<file path="config.mk">
export PLATFORM = sky130hd
export DESIGN_NAME = burst_seq
export DESIGN_NICKNAME = d
export VERILOG_FILES = /design/src/rtl/burst_seq_pkg.sv /design/src/rtl/burst_beat_fsm.sv /design/src/rtl/burst_start_reg.sv /design/src/rtl/burst_low_gen.sv /design/src/rtl/burst_seq.sv
export SDC_FILE = /design/constraint.sdc
export NUM_CORES = 1
export LEC_CHECK = 0
export ABC_AREA = 1
export CAP_MARGIN = 20
export CORE_AREA = 2 2 59 50
export CTS_BUF_LIST = sky130_fd_sc_hd__clkbuf_8
export DETAILED_ROUTE_END_ITERATION = 16
export DIE_AREA = 0 0 61 52
export PLACE_DENSITY_LB_ADDON = 0.08
export SYNTH_ARGS = -nofsm -noshare
export SYNTH_HDL_FRONTEND = slang
export SYNTH_SLANG_ARGS = --single-unit
</file>
<file path="constraint.sdc">
create_clock -name clk -period 1.6 [get_ports clk]
set_clock_uncertainty 0.05 [all_clocks]
set_input_delay 0.32 -clock clk [delete_from_list [all_inputs] [get_ports clk]]
set_output_delay 0.32 -clock clk [all_outputs]
set_load 0.005 [all_outputs]
</file>
<file path="src/rtl/burst_seq_pkg.sv">
package burst_seq_pkg;

    localparam int unsigned LOW_W = 2;
    localparam int unsigned BEATS = 1 << LOW_W;

    typedef enum logic [1:0] {
        BEAT0 = 2'd0,
        BEAT1 = 2'd1,
        BEAT2 = 2'd2,
        BEAT3 = 2'd3
    } beat_state_e;

    typedef enum logic [1:0] {
        OP_HOLD = 2'd0,
        OP_LOAD = 2'd1,
        OP_STEP = 2'd2
    } beat_op_e;

endpackage

</file>
<file path="src/rtl/burst_beat_fsm.sv">
module burst_beat_fsm
    import burst_seq_pkg::*;
(
    input  logic                 clk,
    input  logic                 rst,
    input  logic                 cke_n,
    input  logic                 advance,
    output beat_op_e             op,
    output logic [LOW_W-1:0]     beat_idx
);

    beat_state_e state_q;
    beat_state_e state_d;

    // operation decode: hold dominates load/step
    always_comb begin
        if (cke_n)        op = OP_HOLD;
        else if (advance) op = OP_STEP;
        else              op = OP_LOAD;
    end

    // transitions LOAD / STEP / HOLD
    always_comb begin
        state_d = state_q;
        unique case (op)
            OP_HOLD: state_d = state_q;
            OP_LOAD: state_d = BEAT0;
            OP_STEP: begin
                unique case (state_q)
                    BEAT0: state_d = BEAT1;
                    BEAT1: state_d = BEAT2;
                    BEAT2: state_d = BEAT3;
                    BEAT3: state_d = BEAT0;
                    default: state_d = BEAT0;
                endcase
            end
            default: state_d = state_q;
        endcase
    end

    // state register; RESET wins over HOLD
    always_ff @(posedge clk) begin
        if (rst) state_q <= BEAT0;
        else     state_q <= state_d;
    end

    // output process
    always_comb begin
        unique case (state_q)
            BEAT0: beat_idx = 2'd0;
            BEAT1: beat_idx = 2'd1;
            BEAT2: beat_idx = 2'd2;
            BEAT3: beat_idx = 2'd3;
            default: beat_idx = 2'd0;
        endcase
    end

    a_r8_reset_overrides_hold: assert property (@(posedge clk)
        rst |=> beat_idx == 2'd0);

    a_r7_freeze_beat: assert property (@(posedge clk) disable iff (rst)
        cke_n |=> $stable(beat_idx));

    a_r2_load_to_beat0: assert property (@(posedge clk) disable iff (rst)
        (!cke_n && !advance) |=> beat_idx == 2'd0);

    a_r6_wrap_to_beat0: assert property (@(posedge clk) disable iff (rst)
        (!cke_n && advance && beat_idx == 2'd3) |=> beat_idx == 2'd0);

endmodule

</file>
<file path="src/rtl/burst_start_reg.sv">
module burst_start_reg
    import burst_seq_pkg::*;
#(
    parameter int unsigned AW = 18
) (
    input  logic                 clk,
    input  logic                 rst,
    input  beat_op_e             op,
    input  logic [AW-1:0]        ext_addr,
    output logic [AW-LOW_W-1:0]  upper,
    output logic [LOW_W-1:0]     start_low
);

    logic [AW-1:0] start_q;

    always_ff @(posedge clk) begin
        if (rst)                 start_q <= '0;
        else if (op == OP_LOAD)  start_q <= ext_addr;
    end

    assign upper     = start_q[AW-1:LOW_W];
    assign start_low = start_q[LOW_W-1:0];

    a_r1_reset_clears_start: assert property (@(posedge clk)
        rst |=> (upper == '0 && start_low == '0));

    a_r5_upper_fixed_on_step: assert property (@(posedge clk) disable iff (rst)
        (op == OP_STEP) |=> $stable(upper));

    a_r2_upper_from_ext: assert property (@(posedge clk) disable iff (rst)
        (op == OP_LOAD) |=> upper == $past(ext_addr[AW-1:LOW_W]));

endmodule

</file>
<file path="src/rtl/burst_low_gen.sv">
module burst_low_gen
    import burst_seq_pkg::*;
(
    input  logic                 clk,
    input  logic                 rst,
    input  beat_op_e             op,
    input  logic [LOW_W-1:0]     start_low,
    input  logic [LOW_W-1:0]     beat_idx,
    input  logic                 order_ilv,
    output logic [LOW_W-1:0]     low
);

    logic [LOW_W-1:0] lin_low;
    logic [LOW_W-1:0] ilv_low;

    assign lin_low = start_low + beat_idx;

    for (genvar b = 0; b < LOW_W; b++) begin : g_ilv_bit
        assign ilv_low[b] = start_low[b] ^ beat_idx[b];
    end

    assign low = order_ilv ? ilv_low : lin_low;

    a_r3_linear_step: assert property (@(posedge clk) disable iff (rst)
        (op == OP_STEP && !order_ilv) |=> (order_ilv || low == $past(low) + 2'd1));

    a_r4_ilv_invariant: assert property (@(posedge clk) disable iff (rst)
        (op == OP_STEP && order_ilv) |=> (!order_ilv || (low ^ beat_idx) == $past(low ^ beat_idx)));

    a_r6_wrap_to_start: assert property (@(posedge clk) disable iff (rst)
        (op == OP_STEP && beat_idx == 2'd3) |=> low == start_low);

endmodule

</file>
<file path="src/rtl/burst_seq.sv">
module burst_seq
    import burst_seq_pkg::*;
#(
    parameter int unsigned AW = 18
) (
    input  logic           clk,
    input  logic           rst,
    input  logic           cke_n,
    input  logic           advance,
    input  logic [AW-1:0]  ext_addr,
    input  logic           order_ilv,
    output logic [AW-1:0]  cur_addr,
    output logic [1:0]     beat_idx
);

    beat_op_e             op;
    logic [AW-LOW_W-1:0]  upper;
    logic [LOW_W-1:0]     start_low;
    logic [LOW_W-1:0]     low;

    burst_beat_fsm u_fsm (
        .clk      (clk),
        .rst      (rst),
        .cke_n    (cke_n),
        .advance  (advance),
        .op       (op),
        .beat_idx (beat_idx)
    );

    burst_start_reg #(.AW(AW)) u_start (
        .clk       (clk),
        .rst       (rst),
        .op        (op),
        .ext_addr  (ext_addr),
        .upper     (upper),
        .start_low (start_low)
    );

    burst_low_gen u_low (
        .clk       (clk),
        .rst       (rst),
        .op        (op),
        .start_low (start_low),
        .beat_idx  (beat_idx),
        .order_ilv (order_ilv),
        .low       (low)
    );

    assign cur_addr = {upper, low};

    a_r7_freeze_addr: assert property (@(posedge clk) disable iff (rst)
        (cke_n && $stable(order_ilv)) |=> $stable(cur_addr));

endmodule

</file>
# Word-level counts from Yosys, hierarchy flattened
# Cells that the tools add are included.
totals:
  regBits: 20
  in_bits: 23
  output_inout_bits: 20
classes:
  add_sub_neg: 1
  n_eq_ne: 5
  n_mux: 6
  bitwise: 2
  reduce_logical: 2
op_table:
  columns: ["operator", "count"]
  rows:
  - ["$pmux W2 S4", 2]
  - ["$eq A2 B2 Y1 const B", 3]
  - ["$mux W2", 3]
  - ["$eq A2 B1 Y1 const B", 2]
  - ["$pmux W2 S2", 1]
  - ["$add A2 B2 Y2", 1]
  - ["$logic_not A2 Y1", 1]
  - ["$reduce_bool A2 Y1", 1]
  - ["$xor A1 B1 Y1", 2]

# Longest topological paths before layout
logic_depth:
  ltp_word: 4
  ltp_mapped: 7
  depth_no_buf: 7

# By module
# From an unflattened synthesis, not the netlist that was laid out.
hier_totals:
  cells_unflattened: 155
  hier_area_um2: 1088.5
modules_own_cells:
  columns: ["mod", "instances", "cells_per_inst", "area_each_um2", "seq_area_each_um2"]
  rows:
  - ["burst_start_reg", 1, 117, 859.6, 360.3]
  - ["burst_beat_fsm", 1, 23, 161.4, 40.0]
  - ["burst_low_gen", 1, 15, 67.6, 0.0]

# Least setup slack after synthesis
# OpenSTA, ideal clock, no wires.
synth_timing:
  path_kind: "register -> output"
  start: "reg u_fsm.state_q[0]"
  end: "out cur_addr[1]"
  arrival_time_ns: 0.967
  required_time_ns: 1.230
  path_slack_ns: 0.263
  path_stages_with_launch: 8
  n_path_buf: 0
  cell_sequence: "dfxtp_1 -> inv_1 -> ha_1 -> inv_1 -> nand2_1 -> nand2_1 -> nand3_1 -> nand2_1"
synth_via:
  elab_chain_len: 4
synth_rtl:
  columns: ["element", "line", "text"]
  rows:
  - ["start: declaration", "burst_beat_fsm.sv:12", "beat_state_e state_q;"]
  - ["start signal: assignment", "burst_beat_fsm.sv:44", "else state_q <= state_d;"]
  - ["$eq A2 B2 Y1 (tied with other cells)", "burst_beat_fsm.sv:49", "unique case (state_q)"]
  - ["$pmux W2 S4 (*)", "burst_beat_fsm.sv:49", null]
  - ["named net beat_idx[1]", "burst_seq.sv:13", "output logic [1:0] beat_idx"]
  - ["$add A2 B2 Y2 or $xor A1 B1 Y1 (tied branches)", "burst_low_gen.sv:16, burst_low_gen.sv:19", null]
  - ["$mux W2 (*)", "burst_low_gen.sv:22", "assign low = order_ilv ? ilv_low : lin_low;"]
  - ["end: declaration", "burst_seq.sv:12", "output logic [AW-1:0] cur_addr,"]
# The timed path passes the listed nets; every way through them passes the cells marked *.

# Worst setup path in the final report
layout_timing:
  start: "reg u_fsm.state_q[0]"
  end: "out cur_addr[1]"
layout_via:
  elab_chain_len: 4
layout_rtl:
  columns: ["element", "line"]
  rows:
  - ["$eq A2 B2 Y1 (tied with other cells)", "burst_beat_fsm.sv:49"]
  - ["$pmux W2 S4 (*)", "burst_beat_fsm.sv:49"]
  - ["$add A2 B2 Y2 or $xor A1 B1 Y1 (tied branches)", "burst_low_gen.sv:16, burst_low_gen.sv:19"]
  - ["$mux W2 (*)", "burst_low_gen.sv:22"]
# Every way passes the cells marked *; elsewhere a longest branch is shown, timed or not.

==> results.sh <==
export IMPL_yosys_top_cells_area="dfxtp_1 (47%), nor2_1 (17%), o21ai_0 (8.3%), ha_1 (7.4%), nand2_1 (5.3%)"
export IMPL_synth_cell_types=15
export IMPL_grt_met3_usage_pct=5.47
export IMPL_timing_final_ws_setup_ns=-0.0125
export IMPL_synthTopCellsByCount="nor2_1 (39), dfxtp_1 (20), o21ai_0 (14)"
export IMPL_synth_nets=142
export IMPL_outcome="finished, violations left"
export IMPL_setup_viol=1
export IMPL_post_route_min_period_ns=1.61
export IMPL_gp_congestion=0.676
export IMPL_drtPass1Iterations=4
export IMPL_ant_nets=0
export IMPL_grt_pass1_wl_um=3630
export IMPL_grtUsageTotal_pct=15.7
export IMPL_ys_seq_area_share_pct=47.3
export IMPL_power_density_mw_per_mm2=846
export IMPL_insertion_delay_ns=0.26
export IMPL_holdPathEnd="u_start.start_q[8]"
export IMPL_dp_hpwl_um=1550
export IMPL_num_io_pins=43
export IMPL_viasPerCell=4.29
export IMPL_drt_total_wl_um=2170
export IMPL_cts_sinks=20
export IMPL_top_usage_layer="met2"
export IMPL_syn_to_final_growth_pct=77.8
export IMPL_gr_total_overflow=0
export IMPL_nets=194
export IMPL_yosys_area_top_type="dfxtp_1"
export IMPL_timing_rr_end="u_fsm.state_q[1]"
export IMPL_holdPathStages=2
export IMPL_path_max_fanout=4
export IMPL_clk_pin_slew_ns=0.08
export IMPL_start_util_pct=32.4
export IMPL_start_kind="register"
export IMPL_post_place_ws_ns=-0.263
export IMPL_drcViolationCount=0
export IMPL_synth_edff_count=0
export IMPL_drv_slew=0
export IMPL_violations="setup timing"
export IMPL_drtIter0Drc=29
export IMPL_synth_mux_area_share_pct=0
export IMPL_ff2ff_setup_slack_ns=0.51
export IMPL_htree_levels=1
export IMPL_gr_usage_met1_pct=18.4
export IMPL_setup_tns_ns=-0.0125
export IMPL_fp_dieArea_mm2=0.00317
export IMPL_syn_cell_area_um2=847
export IMPL_core_area_mm2=0.00262
export IMPL_synth_top_family_by_area="simple AND/OR/NAND/NOR gates"
export IMPL_min_path_type="register to register"
export IMPL_ys_async_sr_fraction_pct=0
export IMPL_synthDominantCellAreaShare_pct=47.3
export IMPL_num_rows=17
export IMPL_cp_required_ns=1.23
export IMPL_fin_crit_sh_pct=101
export IMPL_ys_ff_latch=20
export IMPL_synthCells=114
export IMPL_hold_buffers=0
export IMPL_peakVddDrop_uv=641
export IMPL_synthAdderAreaFrac_pct=7.39
export IMPL_cp_end_kind="output port"
export IMPL_crit_arrival_ns=1.24
export IMPL_r2r_start="u_fsm.state_q[0]"
export IMPL_power_leakage_nw=0.643
export IMPL_min_from="u_start.start_q[8]"
export IMPL_tritoncts="built"
export IMPL_antenna_found_initial=0
export IMPL_ys_flop_type="dfxtp_1"
export IMPL_slew_headroom_pct=68.3
export IMPL_synth_area_per_cell_um2=7.43
export IMPL_wire_per_inst_um=10.7
export IMPL_synthXorXnorAreaFrac_pct=0
export IMPL_grt_max_degree=19
export IMPL_r2r_worst_path_cells=5
export IMPL_diodes=0
export IMPL_grt_pass1_vias=825
export IMPL_synth_compound_area_share_pct=11.8
export IMPL_critical_path_class="register to output port"
export IMPL_rsz0062_at_grt="true"
export IMPL_numCtsBuffers=3
export IMPL_cts_root_buffer="clkbuf_8"
export IMPL_maxCapViolations=0
export IMPL_vias=870
export IMPL_die_y_um=52
export IMPL_die_w_um=61
export IMPL_io_buffers=42
export IMPL_grt_util_met2_pct=27.1
export IMPL_clockBufferDepth=2
export IMPL_fmax_mhz=620
export IMPL_ys_warn_count=0
export IMPL_tightestPinTransition_ns=0.475
export IMPL_synth_most_common_cell="nor2_1"
export IMPL_hold_viol_final=0
export IMPL_synth_simple_area_share_pct=25.8
export IMPL_layout_drive_gt1_share_pct=19.4
[cell families (layout without fill, tap and decap cells)]
group,count (synthesis),after routing
flip-flops,20,20
adder cells (fa/ha/maj),5,5
AND/OR/NAND/NOR,55,55
AO/OA/AOI/OAI,20,20
buffers and inverters,14,65
[per-stage QoR]
step	power, mW	instances	hold WS (ns)	area (um2)	util (%)
6_report	1.27	203	0.456	1510	57.6
5_1_grt	1.34	203	0.502	1510	57.6
4_1_cts	1.28	203	0.464	1480	56.7
3_5_place_dp	0.772	199	0.446	1350	51.6
3_3_place_gp	0.768	199	0.438	1350	51.6
2_1_floorplan	0.627	114	0.339	847	-
[placed cells by master, fill, tap and decap left out]
| cell type | instances |
|---|---|
| dfxtp_4 | 2 |
| nor2_2 | 2 |
| nor2_1 | 36 |
| o21ai_1 | 4 |
| buf_2 | 3 |
| buf_6 | 1 |
| clkdlybuf4s50_1 | 38 |
| a21oi_1 | 2 |
| dfxtp_1 | 18 |
| buf_4 | 7 |
| inv_4 | 1 |
| ha_4 | 5 |
| inv_1 | 8 |
| nand3_1 | 2 |
| clkbuf_8 | 3 |
| bufinv_16 | 1 |
| inv_2 | 2 |
| nor2_4 | 3 |
| clkdlybuf4s15_1 | 1 |
| o21ai_0 | 14 |
| nand2_2 | 2 |
| nand2_1 | 10 |
[registers in the layout (all words and copies together) (netlist names)]
signal and count:
u_start.start_q 18, u_fsm.state_q 2
[timing repair]
action	4_1_cts	5_1_grt
setup buffers	1	0
pin swaps	4	5
endpoints found under the setup margin	4	2
gates resized for setup	34	5
[worst max-delay path: stages, from the launching register on]
cell	delay, ns
dfxtp_4	0.39
inv_4	0.05
ha_4	0.16
inv_2	0.06
nand2_2	0.05
nand2_1	0.05
nand3_1	0.06
nand2_1	0.06
buf_2	0.10
[layer usage]
metal / wire length [um] / up-vias
met4: 9 / 0
met2: 1110 / 23
met1: 918 / 386
met5: 0 / -
met3: 138 / 2
li1: - / 459
[layout make-up]
cell class	instances	area, um2
Fill cell	253	1110
Timing Repair Buffer	50	469
Multi-Input combinational cell	80	467
Sequential cell	20	408
Tap cell	38	47.5
Inverter	11	43.8
Clock buffer	3	41.3
Clock inverter	1	30.0
[power by group]
group / internal, mW / switching, mW / total, mW
Clock: 0.334 / 0.173 / 0.507
Sequential: 0.528 / 0.0202 / 0.548
Combinational: 0.136 / 0.0841 / 0.220
[worst max path at each step]
stage                              to  depth (start not counted)  slack [ns]             start
after global routing      cur_addr[1]                          7       -0.08  u_fsm.state_q[0]
final                     cur_addr[1]                          8       -0.01  u_fsm.state_q[0]
after floorplan           cur_addr[1]                          7        0.26  u_fsm.state_q[0]
after global placement    cur_addr[1]                          6       -0.26         order_ilv
after CTS                 cur_addr[1]                          7       -0.02  u_fsm.state_q[0]
after detailed placement  cur_addr[1]                          6       -0.26         order_ilv
No activity file was read; power rests on OpenSTA's default activity.
